### src/rtl/node_xlat_pkg.sv
package node_xlat_pkg;

  localparam int unsigned INTLV_CODE_W = 3;
  localparam int unsigned MAX_SHIFT    = 3;
  localparam int unsigned SHIFT_W      = $clog2(MAX_SHIFT + 1);

  // Interleave code to number of address bits removed
  function automatic logic [SHIFT_W-1:0] intlv_shift(input logic [INTLV_CODE_W-1:0] code);
    logic [SHIFT_W-1:0] n;
    case (code)
      3'd1:    n = SHIFT_W'(1);
      3'd3:    n = SHIFT_W'(2);
      3'd7:    n = SHIFT_W'(3);
      default: n = '0;
    endcase
    return n;
  endfunction

endpackage

### src/rtl/nx_window_check.sv
module nx_window_check #(
  parameter int unsigned ADDR_W = 64,
  parameter int unsigned PHYS_W = 40
) (
  input  logic [ADDR_W-1:0] sys_addr,
  input  logic [PHYS_W-1:0] win_base,
  input  logic [PHYS_W-1:0] win_limit,
  output logic              in_window
);
  logic [PHYS_W-1:0] low_addr;

  always_comb begin
    low_addr  = sys_addr[PHYS_W-1:0];
    in_window = (low_addr >= win_base) && (low_addr <= win_limit);
  end
endmodule

### src/rtl/nx_sys_to_dram.sv
module nx_sys_to_dram #(
  parameter int unsigned ADDR_W   = 64,
  parameter int unsigned PHYS_W   = 40,
  parameter int unsigned HOLE_BIT = 32
) (
  input  logic [ADDR_W-1:0] sys_addr,
  input  logic [PHYS_W-1:0] node_base,
  input  logic              hole_en,
  input  logic [PHYS_W-1:0] hole_ofs,
  input  logic [PHYS_W-1:0] hole_size,
  output logic              hole_hit,
  output logic [PHYS_W-1:0] dram_addr
);
  localparam int unsigned CMP_W = PHYS_W + 1;
  localparam logic [CMP_W-1:0] HOLE_START = CMP_W'(1) << HOLE_BIT;

  logic [CMP_W-1:0] hole_end;
  logic [CMP_W-1:0] addr_cmp;
  logic             upper_clear;

  always_comb begin
    hole_end    = HOLE_START + CMP_W'(hole_size);
    addr_cmp    = sys_addr[CMP_W-1:0];
    upper_clear = ~|sys_addr[ADDR_W-1:CMP_W];
    hole_hit    = hole_en && upper_clear && (addr_cmp >= HOLE_START) && (addr_cmp < hole_end);
    if (hole_hit) dram_addr = sys_addr[PHYS_W-1:0] - hole_ofs;
    else          dram_addr = sys_addr[PHYS_W-1:0] - node_base;
  end
endmodule

### src/rtl/nx_intlv_strip.sv
module nx_intlv_strip
  import node_xlat_pkg::*;
#(
  parameter int unsigned PHYS_W = 40,
  parameter int unsigned IN_W   = 36,
  parameter int unsigned PAGE_W = 12
) (
  input  logic [PHYS_W-1:0]  dram_addr,
  input  logic [SHIFT_W-1:0] shift,
  output logic [IN_W-1:0]    input_addr
);
  localparam int unsigned NEED_W = IN_W + MAX_SHIFT;
  localparam int unsigned EXT_W  = (PHYS_W > NEED_W) ? PHYS_W : NEED_W;

  logic [EXT_W-1:0] dram_ext;
  logic [IN_W-1:0]  cand [MAX_SHIFT+1];

  assign dram_ext = EXT_W'(dram_addr);

  for (genvar k = 0; k <= MAX_SHIFT; k++) begin : g_shift
    assign cand[k] = {dram_ext[k+IN_W-1:k+PAGE_W], dram_addr[PAGE_W-1:0]};
  end

  always_comb begin
    if (int'(shift) <= MAX_SHIFT) input_addr = cand[shift];
    else                          input_addr = cand[0];
  end
endmodule

### src/rtl/nx_pipe_reg.sv
module nx_pipe_reg #(
  parameter int unsigned W = 8
) (
  input  logic         clk,
  input  logic         rst_n,
  input  logic         up_valid,
  output logic         up_ready,
  input  logic [W-1:0] up_data,
  output logic         dn_valid,
  input  logic         dn_ready,
  output logic [W-1:0] dn_data
);
  assign up_ready = !dn_valid || dn_ready;

  always_ff @(posedge clk) begin
    if (!rst_n) begin
      dn_valid <= 1'b0;
      dn_data  <= '0;
    end else if (up_ready) begin
      dn_valid <= up_valid;
      if (up_valid) dn_data <= up_data;
    end
  end

  AST_STALL_HOLD: assert property (@(posedge clk) disable iff (!rst_n) (dn_valid && !dn_ready) |=> (dn_valid && $stable(dn_data))) else $error("stall hold");
  AST_TAKE_VALID: assert property (@(posedge clk) disable iff (!rst_n) (up_valid && up_ready) |=> dn_valid) else $error("take valid");
endmodule

### src/rtl/node_addr_xlat.sv
module node_addr_xlat
  import node_xlat_pkg::*;
#(
  parameter int unsigned ADDR_W   = 64,
  parameter int unsigned PHYS_W   = 40,
  parameter int unsigned IN_W     = 36,
  parameter int unsigned PAGE_W   = 12,
  parameter int unsigned HOLE_BIT = 32
) (
  input  logic                    clk,
  input  logic                    rst_n,
  input  logic                    in_valid,
  output logic                    in_ready,
  input  logic [ADDR_W-1:0]       in_addr,
  input  logic [PHYS_W-1:0]       cfg_base,
  input  logic [PHYS_W-1:0]       cfg_limit,
  input  logic                    cfg_hole_en,
  input  logic [PHYS_W-1:0]       cfg_hole_ofs,
  input  logic [PHYS_W-1:0]       cfg_hole_size,
  input  logic [INTLV_CODE_W-1:0] cfg_intlv_code,
  output logic                    out_valid,
  input  logic                    out_ready,
  output logic                    out_in_range,
  output logic [PHYS_W-1:0]       out_dram_addr,
  output logic [IN_W-1:0]         out_input_addr
);
  localparam int unsigned S1_W = 1 + SHIFT_W + PHYS_W;
  localparam int unsigned S2_W = S1_W + IN_W;

  // Stage 1: window check, hole or base translation, shift decode
  logic              win_ok;
  logic              hole_hit;
  logic [PHYS_W-1:0] dram_nxt;
  logic [SHIFT_W-1:0] shift_nxt;

  nx_window_check #(.ADDR_W(ADDR_W), .PHYS_W(PHYS_W)) u_win (
    .sys_addr (in_addr),
    .win_base (cfg_base),
    .win_limit(cfg_limit),
    .in_window(win_ok)
  );

  nx_sys_to_dram #(.ADDR_W(ADDR_W), .PHYS_W(PHYS_W), .HOLE_BIT(HOLE_BIT)) u_xlat (
    .sys_addr (in_addr),
    .node_base(cfg_base),
    .hole_en  (cfg_hole_en),
    .hole_ofs (cfg_hole_ofs),
    .hole_size(cfg_hole_size),
    .hole_hit (hole_hit),
    .dram_addr(dram_nxt)
  );

  assign shift_nxt = intlv_shift(cfg_intlv_code);

  logic            s1_valid;
  logic            s1_ready;
  logic [S1_W-1:0] s1_data;

  nx_pipe_reg #(.W(S1_W)) u_stage1 (
    .clk     (clk),
    .rst_n   (rst_n),
    .up_valid(in_valid),
    .up_ready(in_ready),
    .up_data ({win_ok, shift_nxt, dram_nxt}),
    .dn_valid(s1_valid),
    .dn_ready(s1_ready),
    .dn_data (s1_data)
  );

  logic              s1_range;
  logic [SHIFT_W-1:0] s1_shift;
  logic [PHYS_W-1:0] s1_dram;
  assign {s1_range, s1_shift, s1_dram} = s1_data;

  // Stage 2: interleave-bit removal
  logic [IN_W-1:0] input_nxt;

  nx_intlv_strip #(.PHYS_W(PHYS_W), .IN_W(IN_W), .PAGE_W(PAGE_W)) u_strip (
    .dram_addr (s1_dram),
    .shift     (s1_shift),
    .input_addr(input_nxt)
  );

  logic [S2_W-1:0] s2_data;

  nx_pipe_reg #(.W(S2_W)) u_stage2 (
    .clk     (clk),
    .rst_n   (rst_n),
    .up_valid(s1_valid),
    .up_ready(s1_ready),
    .up_data ({s1_data, input_nxt}),
    .dn_valid(out_valid),
    .dn_ready(out_ready),
    .dn_data (s2_data)
  );

  logic [SHIFT_W-1:0] s2_shift;
  assign {out_in_range, s2_shift, out_dram_addr, out_input_addr} = s2_data;

  AST_CODE_ZERO: assert property (@(posedge clk) disable iff (!rst_n) (in_valid && in_ready && cfg_intlv_code == '0) |=> (s1_shift == '0)) else $error("code zero");
  AST_PAGE_KEPT: assert property (@(posedge clk) disable iff (!rst_n) out_valid |-> (out_input_addr[PAGE_W-1:0] == out_dram_addr[PAGE_W-1:0])) else $error("page kept");
  AST_NO_SHIFT_COPY: assert property (@(posedge clk) disable iff (!rst_n) (out_valid && s2_shift == '0) |-> (out_input_addr == out_dram_addr[IN_W-1:0])) else $error("no shift copy");
  AST_READY_FLOW: assert property (@(posedge clk) disable iff (!rst_n) out_ready |-> in_ready) else $error("ready flow");
endmodule

### config.mk
export PLATFORM = sky130hd
export DESIGN_NAME = node_addr_xlat
export DESIGN_NICKNAME = d
export VERILOG_FILES = /design/src/rtl/node_xlat_pkg.sv /design/src/rtl/nx_window_check.sv /design/src/rtl/nx_sys_to_dram.sv /design/src/rtl/nx_intlv_strip.sv /design/src/rtl/nx_pipe_reg.sv /design/src/rtl/node_addr_xlat.sv
export SDC_FILE = /design/constraint.sdc
export NUM_CORES = 1
export LEC_CHECK = 0
export BUFFER_PORTS_ARGS = -buffer_cell sky130_fd_sc_hd__buf_4
export CAP_MARGIN = 15
export CORE_UTILIZATION = 55
export DETAILED_ROUTE_END_ITERATION = 10
export HOLD_SLACK_MARGIN = 0.08
export PLACE_DENSITY_LB_ADDON = 0.25
export SLEW_MARGIN = 20
export SYNTH_ARGS = -nofsm -noshare
export SYNTH_HDL_FRONTEND = slang
export SYNTH_SLANG_ARGS = --single-unit
### constraint.sdc
create_clock -name clk -period 3.7 [get_ports clk]
set_input_delay 0.37 -clock clk [delete_from_list [all_inputs] [get_ports clk]]
set_output_delay 0.37 -clock clk [all_outputs]
set_load 0.005 [all_outputs]
==> impl_results.rst, run 1 <==
.. list-table::
   :header-rows: 1

   * - Metric
     - Value
   * - Outcome
     - finished clean
   * - M2 GR Usage
     - 0.525
   * - Top-Level Pins
     - 311
   * - Commonest register cell after synthesis
     - sky130_fd_sc_hd__dfxtp_1
   * - Post-synthesis sequential element count
     - 110
   * - Worst Path Max Fanout
     - 3
   * - Unrepaired setup endpoints after global routing
     - no
   * - Hold Crit Class
     - primary input to flop
   * - Clock net sink count
     - 110
   * - Max Clock Skew
     - 7.67 ps
   * - Pint
     - 2520 uW
   * - Fraction of layout cells with a size suffix above 1
     - 0.213
   * - Busiest layer in global routing
     - met2
   * - Maximum number of pins on one net before global-route repair
     - 66
   * - Worst slew pin tran
     - 1000 ps
   * - Detailed Route WL
     - 35300 um
   * - Initial Utilization
     - 0.569
   * - Achievable Freq
     - 296 MHz
   * - Wire length per cell
     - 16.9 um
   * - Number of warning messages in the yosys log
     - 0
   * - Combinational Power Share
     - 0.426
   * - Hold bufs inserted after CTS
     - 0
   * - Net switching share of the total power
     - 0.361
   * - Seq/Total Area, Yosys
     - 0.189
   * - Die footprint
     - 21800 um^2
   * - Relative slew slack
     - 0.333
   * - Initial antenna violation count
     - 0
   * - ANT nets after route
     - 0
   * - Worst path setup slack after routing
     - 317 ps
   * - Post-CTS repair timing setup buffer count
     - 0
   * - Port Buffer Count
     - 310
   * - Post-synthesis mux area share
     - 0.0532
   * - Sequential share of power
     - 0.339
   * - Number of buffers added by the clock tree synthesis step
     - 9
   * - Avg Inst Size Synth
     - 7.48 um^2
   * - CTS tree
     - done
   * - Shortest clock period the worst path allows after layout
     - 3380 ps
   * - FF-to-FF setup slack
     - 1210 ps
   * - Type of the setup path with the least slack
     - primary input to flop
   * - Post-Syn Nets
     - 1952
   * - Number of global-route vias before repair
     - 11500
   * - Smallest hold slack
     - 248 ps
   * - Final period util
     - 0.914
   * - Cells after Synth
     - 1558
   * - Max clock buf depth
     - 2
   * - Number of detailed-routing iterations run before antenna repair
     - 5
   * - Startpoint type of the worst setup path
     - primary input
   * - Synth Area in Simple Gates
     - 0.183
   * - IR Drop Worst-Case VDD
     - 0.209 mV
   * - WP data required
     - 3930 ps
   * - Adder and majority cell fraction of the synthesized area
     - 0.175
   * - Number of H-tree levels
     - 3
   * - Main combinational cell family by area after synthesis
     - compound AO/OA/AOI/OAI gates
   * - HPWL after DPL
     - 29500 um
   * - Hold Violations, Final
     - 0
   * - Growth of design area from synthesis to finish
     - 23.0%
   * - Post-CTS clock slew at the launch and capture registers of the worst setup and hold paths
     - 70 ps
   * - Setup_tns
     - 0 ps
   * - Number of enable-type register cells in the synthesized netlist
     - 0
   * - Nets
     - 2208
   * - Grt ovf
     - 0
   * - P per Cell Area
     - 275 nW/um^2
   * - Compound-gate portion of the synthesized area
     - 0.253
   * - Die span in y
     - 148 um
   * - Share of synthesized flip-flops with an asynchronous set or reset
     - 0
   * - Met1 GRT Util
     - 0.455
   * - Final weighted congestion in routability-driven placement
     - 0.939
   * - Number of setup violations in the final report
     - 0
   * - Wire length of the first global-routing pass
     - 56700 um
   * - Clock Root Buffer
     - sky130_fd_sc_hd__clkbuf_16
   * - Data arrival time of the critical path
     - 3610 ps
   * - Area inside the core boundary
     - 20500 um^2
   * - Clk pwr share
     - 0.234
   * - Row count
     - 52
   * - Overall Global Routing Usage
     - 0.320
   * - Chip Width
     - 148 um
   * - M3 GR Usage
     - 0.0272
   * - Number of library cell types mapped by synthesis
     - 83
   * - Max-cap violation count
     - 0
   * - Fraction of synthesized cell area in xor and xnor cells
     - 0.0578
   * - Leakage power
     - 0.00699 uW
   * - Worst-skew pair later-pin latency
     - 350 ps
   * - Post-synthesis instance area
     - 11700 um^2
   * - Switching power summed over all nets
     - 1420 uW
   * - Pre-CTS setup slack
     - 12.8 ps
   * - Setup crit end kind
     - flop
   * - Number of instances resized during post-cts repair
     - 0
   * - Vias/cell
     - 5.83
   * - Post-detailed-route DRC marker count
     - 0
   * - Final-report max-slew violation count
     - 0
   * - Fillcell total
     - 1731
   * - Via count
     - 12200
   * - Antenna cell count
     - 0
   * - Drt first-iter violations
     - 827
-- state kept, by name, indices dropped and copies added (netlist names) --
| signal | count |
|---|---|
| u_stage1.dn_valid | 1 |
| u_stage2.dn_data | 65 |
| u_stage2.dn_valid | 1 |
| u_stage1.dn_data | 43 |
-- cell families after synthesis --
kind of cell	count (synthesis)
muxes	32
and+or+nand+nor	462
AOI/OAI and AO/OA	464
adders and majority gates	162
xor gates and xnor gates	77
DFF	110
buffers and inverters	251
-- power groups by stage --
stage	Combinational [uW]	Sequential, uW	Clock [uW]
finish	1680	1340	924
global route	1850	1350	976
CTS	1650	1340	925
detailed placement	1640	1360	0
global placement	1620	1360	0
floorplan	1090	1340	0
-- through the flow --
stage / area [um^2] / total power, uW / instances / util
3_3_place_gp: 14000 / 2970 / 2073 / 0.686
6_report: 14300 / 3940 / 2089 / 0.700
2_1_floorplan: 11700 / 2430 / 1558 / -
5_1_grt: 14300 / 4170 / 2089 / 0.700
4_1_cts: 14300 / 3910 / 2089 / 0.700
3_5_place_dp: 14000 / 3010 / 2073 / 0.686
-- per-layer routing --
metal / routed length, um / vias to the layer above
met2: 16200 / 496
li1: - / 6022
met3: 2260 / 40
met4: 645 / 0
met5: 0 / -
met1: 16200 / 5628
-- cells in the final DEF, fill, tap and decap left out, types with 4 or more instances in the layout --
cell type                   Yosys  routed
sky130_fd_sc_hd__o21bai_1      13      13
sky130_fd_sc_hd__and4_1         6       6
sky130_fd_sc_hd__or2_2          4       4
sky130_fd_sc_hd__buf_4         14     320
sky130_fd_sc_hd__nand4_1       31      31
sky130_fd_sc_hd__nand2_1      216     216
sky130_fd_sc_hd__nor3_1        21      21
sky130_fd_sc_hd__a221oi_1       4       4
sky130_fd_sc_hd__xnor2_1       44      44
sky130_fd_sc_hd__mux4_2        24      24
sky130_fd_sc_hd__a311oi_1       4       4
sky130_fd_sc_hd__clkbuf_16      0       9
sky130_fd_sc_hd__inv_1        175     174
sky130_fd_sc_hd__o211ai_1      14      14
sky130_fd_sc_hd__a22oi_1        5       5
sky130_fd_sc_hd__xor2_1        33      33
sky130_fd_sc_hd__or3_1          4       4
sky130_fd_sc_hd__nor2b_1       16      15
sky130_fd_sc_hd__a21oi_1      190     190
sky130_fd_sc_hd__nor4_1        13      13
sky130_fd_sc_hd__a31oi_1       11      11
sky130_fd_sc_hd__and2_1         6       5
sky130_fd_sc_hd__a211oi_1      23      23
sky130_fd_sc_hd__a21o_1        62      62
sky130_fd_sc_hd__o21a_1        10      10
sky130_fd_sc_hd__dfxtp_1      110     110
sky130_fd_sc_hd__nor2_1        82      81
sky130_fd_sc_hd__nand2b_1      16      15
sky130_fd_sc_hd__ha_1         160     160
sky130_fd_sc_hd__mux2i_1        8       8
sky130_fd_sc_hd__o21ai_0       68      68
sky130_fd_sc_hd__nand3_1       25      25
sky130_fd_sc_hd__and3_1         7       7
-- layout make-up --
type	instances	area, um^2	share of cell area
clock inverter	6	52.6	0.00366
inverter	175	657	0.0458
timing repair buffer	321	2420	0.169
multi-input combinational	1197	8430	0.588
tap	270	338	0.0236
sequential	110	2200	0.154
clock buffer	10	239	0.0167
-- worst paths after layout --
kind	start	endpoint	depth (start not counted)
max	in_addr[0]	u_stage1.dn_data[42]	15
min	in_valid	u_stage1.dn_valid	3
max reg2reg	u_stage2.dn_valid	u_stage1.dn_data[33]	7
min reg2reg	u_stage1.dn_data[9]	u_stage2.dn_data[45]	2
-- cells in the mapped netlist, types with 4 or more instances --
cell | n | area [um^2]
sky130_fd_sc_hd__a21o_1 | 62 | 465
sky130_fd_sc_hd__nand2_1 | 216 | 811
sky130_fd_sc_hd__nor2_1 | 82 | 308
sky130_fd_sc_hd__o21bai_1 | 13 | 97.6
sky130_fd_sc_hd__and2_1 | 6 | 37.5
sky130_fd_sc_hd__nor2b_1 | 16 | 100
sky130_fd_sc_hd__buf_2 | 4 | 20.0
sky130_fd_sc_hd__or3_1 | 4 | 25.0
sky130_fd_sc_hd__a311oi_1 | 4 | 35.0
sky130_fd_sc_hd__a21oi_1 | 190 | 951
sky130_fd_sc_hd__and3_1 | 7 | 43.8
sky130_fd_sc_hd__nand4_1 | 31 | 194
sky130_fd_sc_hd__or2_2 | 4 | 25.0
sky130_fd_sc_hd__nor4_1 | 13 | 81.3
sky130_fd_sc_hd__nand3_1 | 25 | 125
sky130_fd_sc_hd__a22oi_1 | 5 | 37.5
sky130_fd_sc_hd__o21ai_0 | 68 | 340
sky130_fd_sc_hd__mux4_2 | 24 | 541
sky130_fd_sc_hd__mux2i_1 | 8 | 80.1
sky130_fd_sc_hd__xnor2_1 | 44 | 385
sky130_fd_sc_hd__inv_1 | 175 | 657
sky130_fd_sc_hd__a221oi_1 | 4 | 35.0
sky130_fd_sc_hd__dfxtp_1 | 110 | 2200
sky130_fd_sc_hd__a211oi_1 | 23 | 173
sky130_fd_sc_hd__buf_1 | 5 | 18.8
sky130_fd_sc_hd__o21a_1 | 10 | 75.1
sky130_fd_sc_hd__nor3_1 | 21 | 105
sky130_fd_sc_hd__a31oi_1 | 11 | 68.8
sky130_fd_sc_hd__and4_1 | 6 | 52.6
sky130_fd_sc_hd__xor2_1 | 33 | 289
sky130_fd_sc_hd__buf_4 | 14 | 105
sky130_fd_sc_hd__o211ai_1 | 14 | 105
sky130_fd_sc_hd__clkbuf_1 | 47 | 176
sky130_fd_sc_hd__buf_6 | 5 | 56.3
sky130_fd_sc_hd__ha_1 | 160 | 2000
sky130_fd_sc_hd__nand2b_1 | 16 | 100
-- worst max-delay path, stage by stage --
cell and delay (ps):
sky130_fd_sc_hd__buf_4 110, sky130_fd_sc_hd__inv_1 120, sky130_fd_sc_hd__ha_1 180, sky130_fd_sc_hd__inv_1 60, sky130_fd_sc_hd__fa_1 430, sky130_fd_sc_hd__a211oi_1 380, sky130_fd_sc_hd__o21bai_1 120, sky130_fd_sc_hd__a21oi_1 260
sky130_fd_sc_hd__o211ai_1 150, sky130_fd_sc_hd__o311ai_0 480, sky130_fd_sc_hd__a21oi_1 250, sky130_fd_sc_hd__a31o_2 300, sky130_fd_sc_hd__a41o_1 200, sky130_fd_sc_hd__a21oi_1 120, sky130_fd_sc_hd__nor3b_1 70
(Power assumes the default switching activity.)
==> run 2, diff against run 1 <==
--- a/config.mk
+++ b/config.mk
@@ -5,12 +5,13 @@
 export SDC_FILE = /design/constraint.sdc
 export NUM_CORES = 1
 export LEC_CHECK = 0
-export BUFFER_PORTS_ARGS = -buffer_cell sky130_fd_sc_hd__buf_4
 export CAP_MARGIN = 15
 export CORE_UTILIZATION = 55
 export DETAILED_ROUTE_END_ITERATION = 10
+export DONT_BUFFER_PORTS = 1
 export HOLD_SLACK_MARGIN = 0.08
 export PLACE_DENSITY_LB_ADDON = 0.25
+export REMOVE_ABC_BUFFERS = 1
 export SLEW_MARGIN = 20
 export SYNTH_ARGS = -nofsm -noshare
 export SYNTH_HDL_FRONTEND = slang
==> impl_results.rst, run 2 (synthesis gave the netlist of run 1 again) <==
.. list-table::
   :header-rows: 1

   * - Metric
     - Value
   * - Outcome
     - finished clean
   * - Grt ovf
     - 0
   * - Worst Path Max Fanout
     - 4
   * - WP data required
     - 3940 ps
   * - Number of H-tree levels
     - 3
   * - Setup crit end kind
     - flop
   * - Setup_tns
     - 0 ps
   * - Final weighted congestion in routability-driven placement
     - 0.956
   * - Post-CTS repair timing setup buffer count
     - 0
   * - Type of the setup path with the least slack
     - primary input to flop
   * - Post-CTS clock slew at the launch and capture registers of the worst setup and hold paths
     - 80 ps
   * - Number of buffers added by the clock tree synthesis step
     - 9
   * - Chip Width
     - 148 um
   * - Overall Global Routing Usage
     - 0.299
   * - Shortest clock period the worst path allows after layout
     - 3150 ps
   * - Worst-skew pair later-pin latency
     - 350 ps
   * - Worst slew pin tran
     - 1010 ps
   * - Hold Violations, Final
     - 0
   * - CTS tree
     - done
   * - Total area of sequential cells
     - 2200 um^2
   * - Fillcell total
     - 1970
   * - Critical Path Slowest Stage Cell
     - sky130_fd_sc_hd__fa_1
   * - Smallest hold slack
     - 136 ps
   * - Worst reg2reg path endpoint
     - u_stage1.dn_data[42]
   * - IR Drop Worst-Case VDD
     - 0.195 mV
   * - Maximum number of pins on one net before global-route repair
     - 47
   * - Levels on crit path
     - 14
   * - Growth of design area from synthesis to finish
     - 3.14%
   * - Vias/cell
     - 6.06
   * - Leakage power
     - 0.00546 uW
   * - Row count
     - 52
   * - Drt first-iter violations
     - 651
   * - Max Clock Skew
     - 15.3 ps
   * - Startpoint type of the worst setup path
     - primary input
   * - ANT nets after route
     - 0
   * - Family of cells with the greatest summed delay on the critical path
     - compound AO/OA/AOI/OAI gates
   * - Wire length per cell
     - 18.6 um
   * - Capturing instance or port of the critical path
     - u_stage1.dn_data[38]
   * - Largest registers in the final layout
     - u_stage2.dn_data x65, u_stage1.dn_data x43
   * - Largest register FFs
     - 65
   * - Clock net sink count
     - 110
   * - Leading cell types in the layout, fill and taps excluded
     - sky130_fd_sc_hd__nand2_1 (216), sky130_fd_sc_hd__a21oi_1 (190), sky130_fd_sc_hd__inv_1 (174)
   * - Detailed Route WL
     - 33100 um
   * - Fraction of layout cells with a size suffix above 1
     - 0.0529
   * - Cells traversed along the worst timing path
     - inv_1 -> ha_1 -> inv_1 -> fa_1 -> a211oi_1 -> o211ai_1 -> nand2_1 -> a221o_2 -> o211ai_2 -> a221o_2 -> a311o_1 -> nand2_1 -> mux2i_1 -> a221o_1
   * - Die footprint
     - 21800 um^2
   * - P per Cell Area
     - 302 nW/um^2
   * - Final-report max-slew violation count
     - 0
   * - Via count
     - 10800
   * - Crit Reg-Reg Startpoint
     - u_stage2.dn_valid
   * - Area inside the core boundary
     - 20500 um^2
   * - Combined area of the multi-input logic cells
     - 8430 um^2
   * - Number of detailed-routing iterations run before antenna repair
     - 5
   * - Max incr delay on CP
     - 420 ps
   * - Unrepaired setup endpoints after global routing
     - no
   * - Data arrival time of the critical path
     - 3390 ps
   * - Max-cap violation count
     - 0
   * - Top-Level Pins
     - 311
   * - Hold Crit Class
     - primary input to flop
   * - Number of global-route vias before repair
     - 10100
   * - Post-detailed-route DRC marker count
     - 0
   * - Initial antenna violation count
     - 0
   * - Max clock buf depth
     - 2
   * - Initial Utilization
     - 0.569
   * - Wire length of the first global-routing pass
     - 52100 um
   * - FF-to-FF setup slack
     - 1270 ps
   * - Clock Root Buffer
     - sky130_fd_sc_hd__clkbuf_16
   * - Port Buffer Count
     - 0
   * - Nets
     - 1902
   * - Most flop-heavy register
     - u_stage2.dn_data
   * - Final period util
     - 0.850
   * - Die span in y
     - 148 um
   * - Combined buffer and inverter count along the critical path
     - 2
   * - Final Core Density
     - 0.587
   * - Number of setup violations in the final report
     - 0
   * - Number of instances resized during post-cts repair
     - 0
   * - Relative slew slack
     - 0.325
   * - R2R depth
     - 8
   * - Antenna cell count
     - 0
   * - Timing startpoint of the critical path
     - in_addr[0]
   * - Most common cell after layout, fill and taps aside
     - sky130_fd_sc_hd__nand2_1
   * - HPWL after DPL
     - 27700 um
   * - Achievable Freq
     - 318 MHz
   * - Hold bufs inserted after CTS
     - 0
==> run 2: changes by cell type in the layout (fill, tap and decap cells not counted), sizes merged <==
cell      delta
buf        -306
inv          -2
clkinvlp     +1
==> run 2: area by class of cell <==
| type | instances | area share |
|---|---|---|
| Tap cell | 270 | 0.0281 |
| Clock buffer | 10 | 0.0190 |
| Clock inverter | 5 | 0.00375 |
| Multi-Input combinational cell | 1197 | 0.701 |
| Inverter | 175 | 0.0546 |
| Timing Repair Buffer | 15 | 0.0104 |
| Sequential cell | 110 | 0.183 |
==> run 2: power by group <==
group	total (uW)	switching, uW	internal (uW)	leakage, uW
Clock	895	433	462	0.000131
Combinational	1390	806	589	0.00443
Sequential	1340	81.4	1260	0.000900
==> run 2: how the worst min path moves through the flow <==
| stage | startpoint | to | slack (ps) | cells after the start |
|---|---|---|---|---|
| detailed placement | u_stage1.dn_data[11] | u_stage2.dn_data[47] | 450 | 2 |
| finish | rst_n | u_stage1.dn_data[39] | 140 | 1 |
| global placement | u_stage1.dn_data[4] | u_stage2.dn_data[40] | 440 | 2 |
| floorplan | u_stage1.dn_data[9] | u_stage2.dn_data[45] | 430 | 2 |
| global route | rst_n | u_stage1.dn_data[39] | 130 | 1 |
| CTS | rst_n | u_stage1.dn_data[39] | 130 | 1 |
==> run 2: worst reg2reg max path, stage by stage, from the launching register on <==
cell and delay (ps):
sky130_fd_sc_hd__dfxtp_1 340, sky130_fd_sc_hd__nor2b_1 400, sky130_fd_sc_hd__nand2_1 200, sky130_fd_sc_hd__nand2_1 290
sky130_fd_sc_hd__buf_4 360, sky130_fd_sc_hd__nor4_1 110, sky130_fd_sc_hd__buf_4 170, sky130_fd_sc_hd__a211oi_1 360
sky130_fd_sc_hd__nor3b_1 100
==> run 2: per-layer routing <==
layer | share of wire | wire length, um | vias up | track usage
met5 | 0 | 0 | - | 0
met4 | 0.018 | 584 | 0 | 0.0747
met2 | 0.45 | 14800 | 402 | 0.483
li1 | - | - | 5427 | -
met1 | 0.46 | 15300 | 4932 | 0.417
met3 | 0.071 | 2370 | 35 | 0.0410
==> run 2: per-stage QoR <==
stage / area [um^2] / cells / setup WS [ps] / power (uW)
finish: 12000 / 1782 / 554 / 3630
floorplan: 11300 / 1482 / -678 / 2390
global placement: 11800 / 1767 / 237 / 2710
CTS: 12000 / 1782 / 572 / 3630
detailed placement: 11800 / 1767 / 243 / 2730
global route: 12000 / 1782 / 294 / 3870
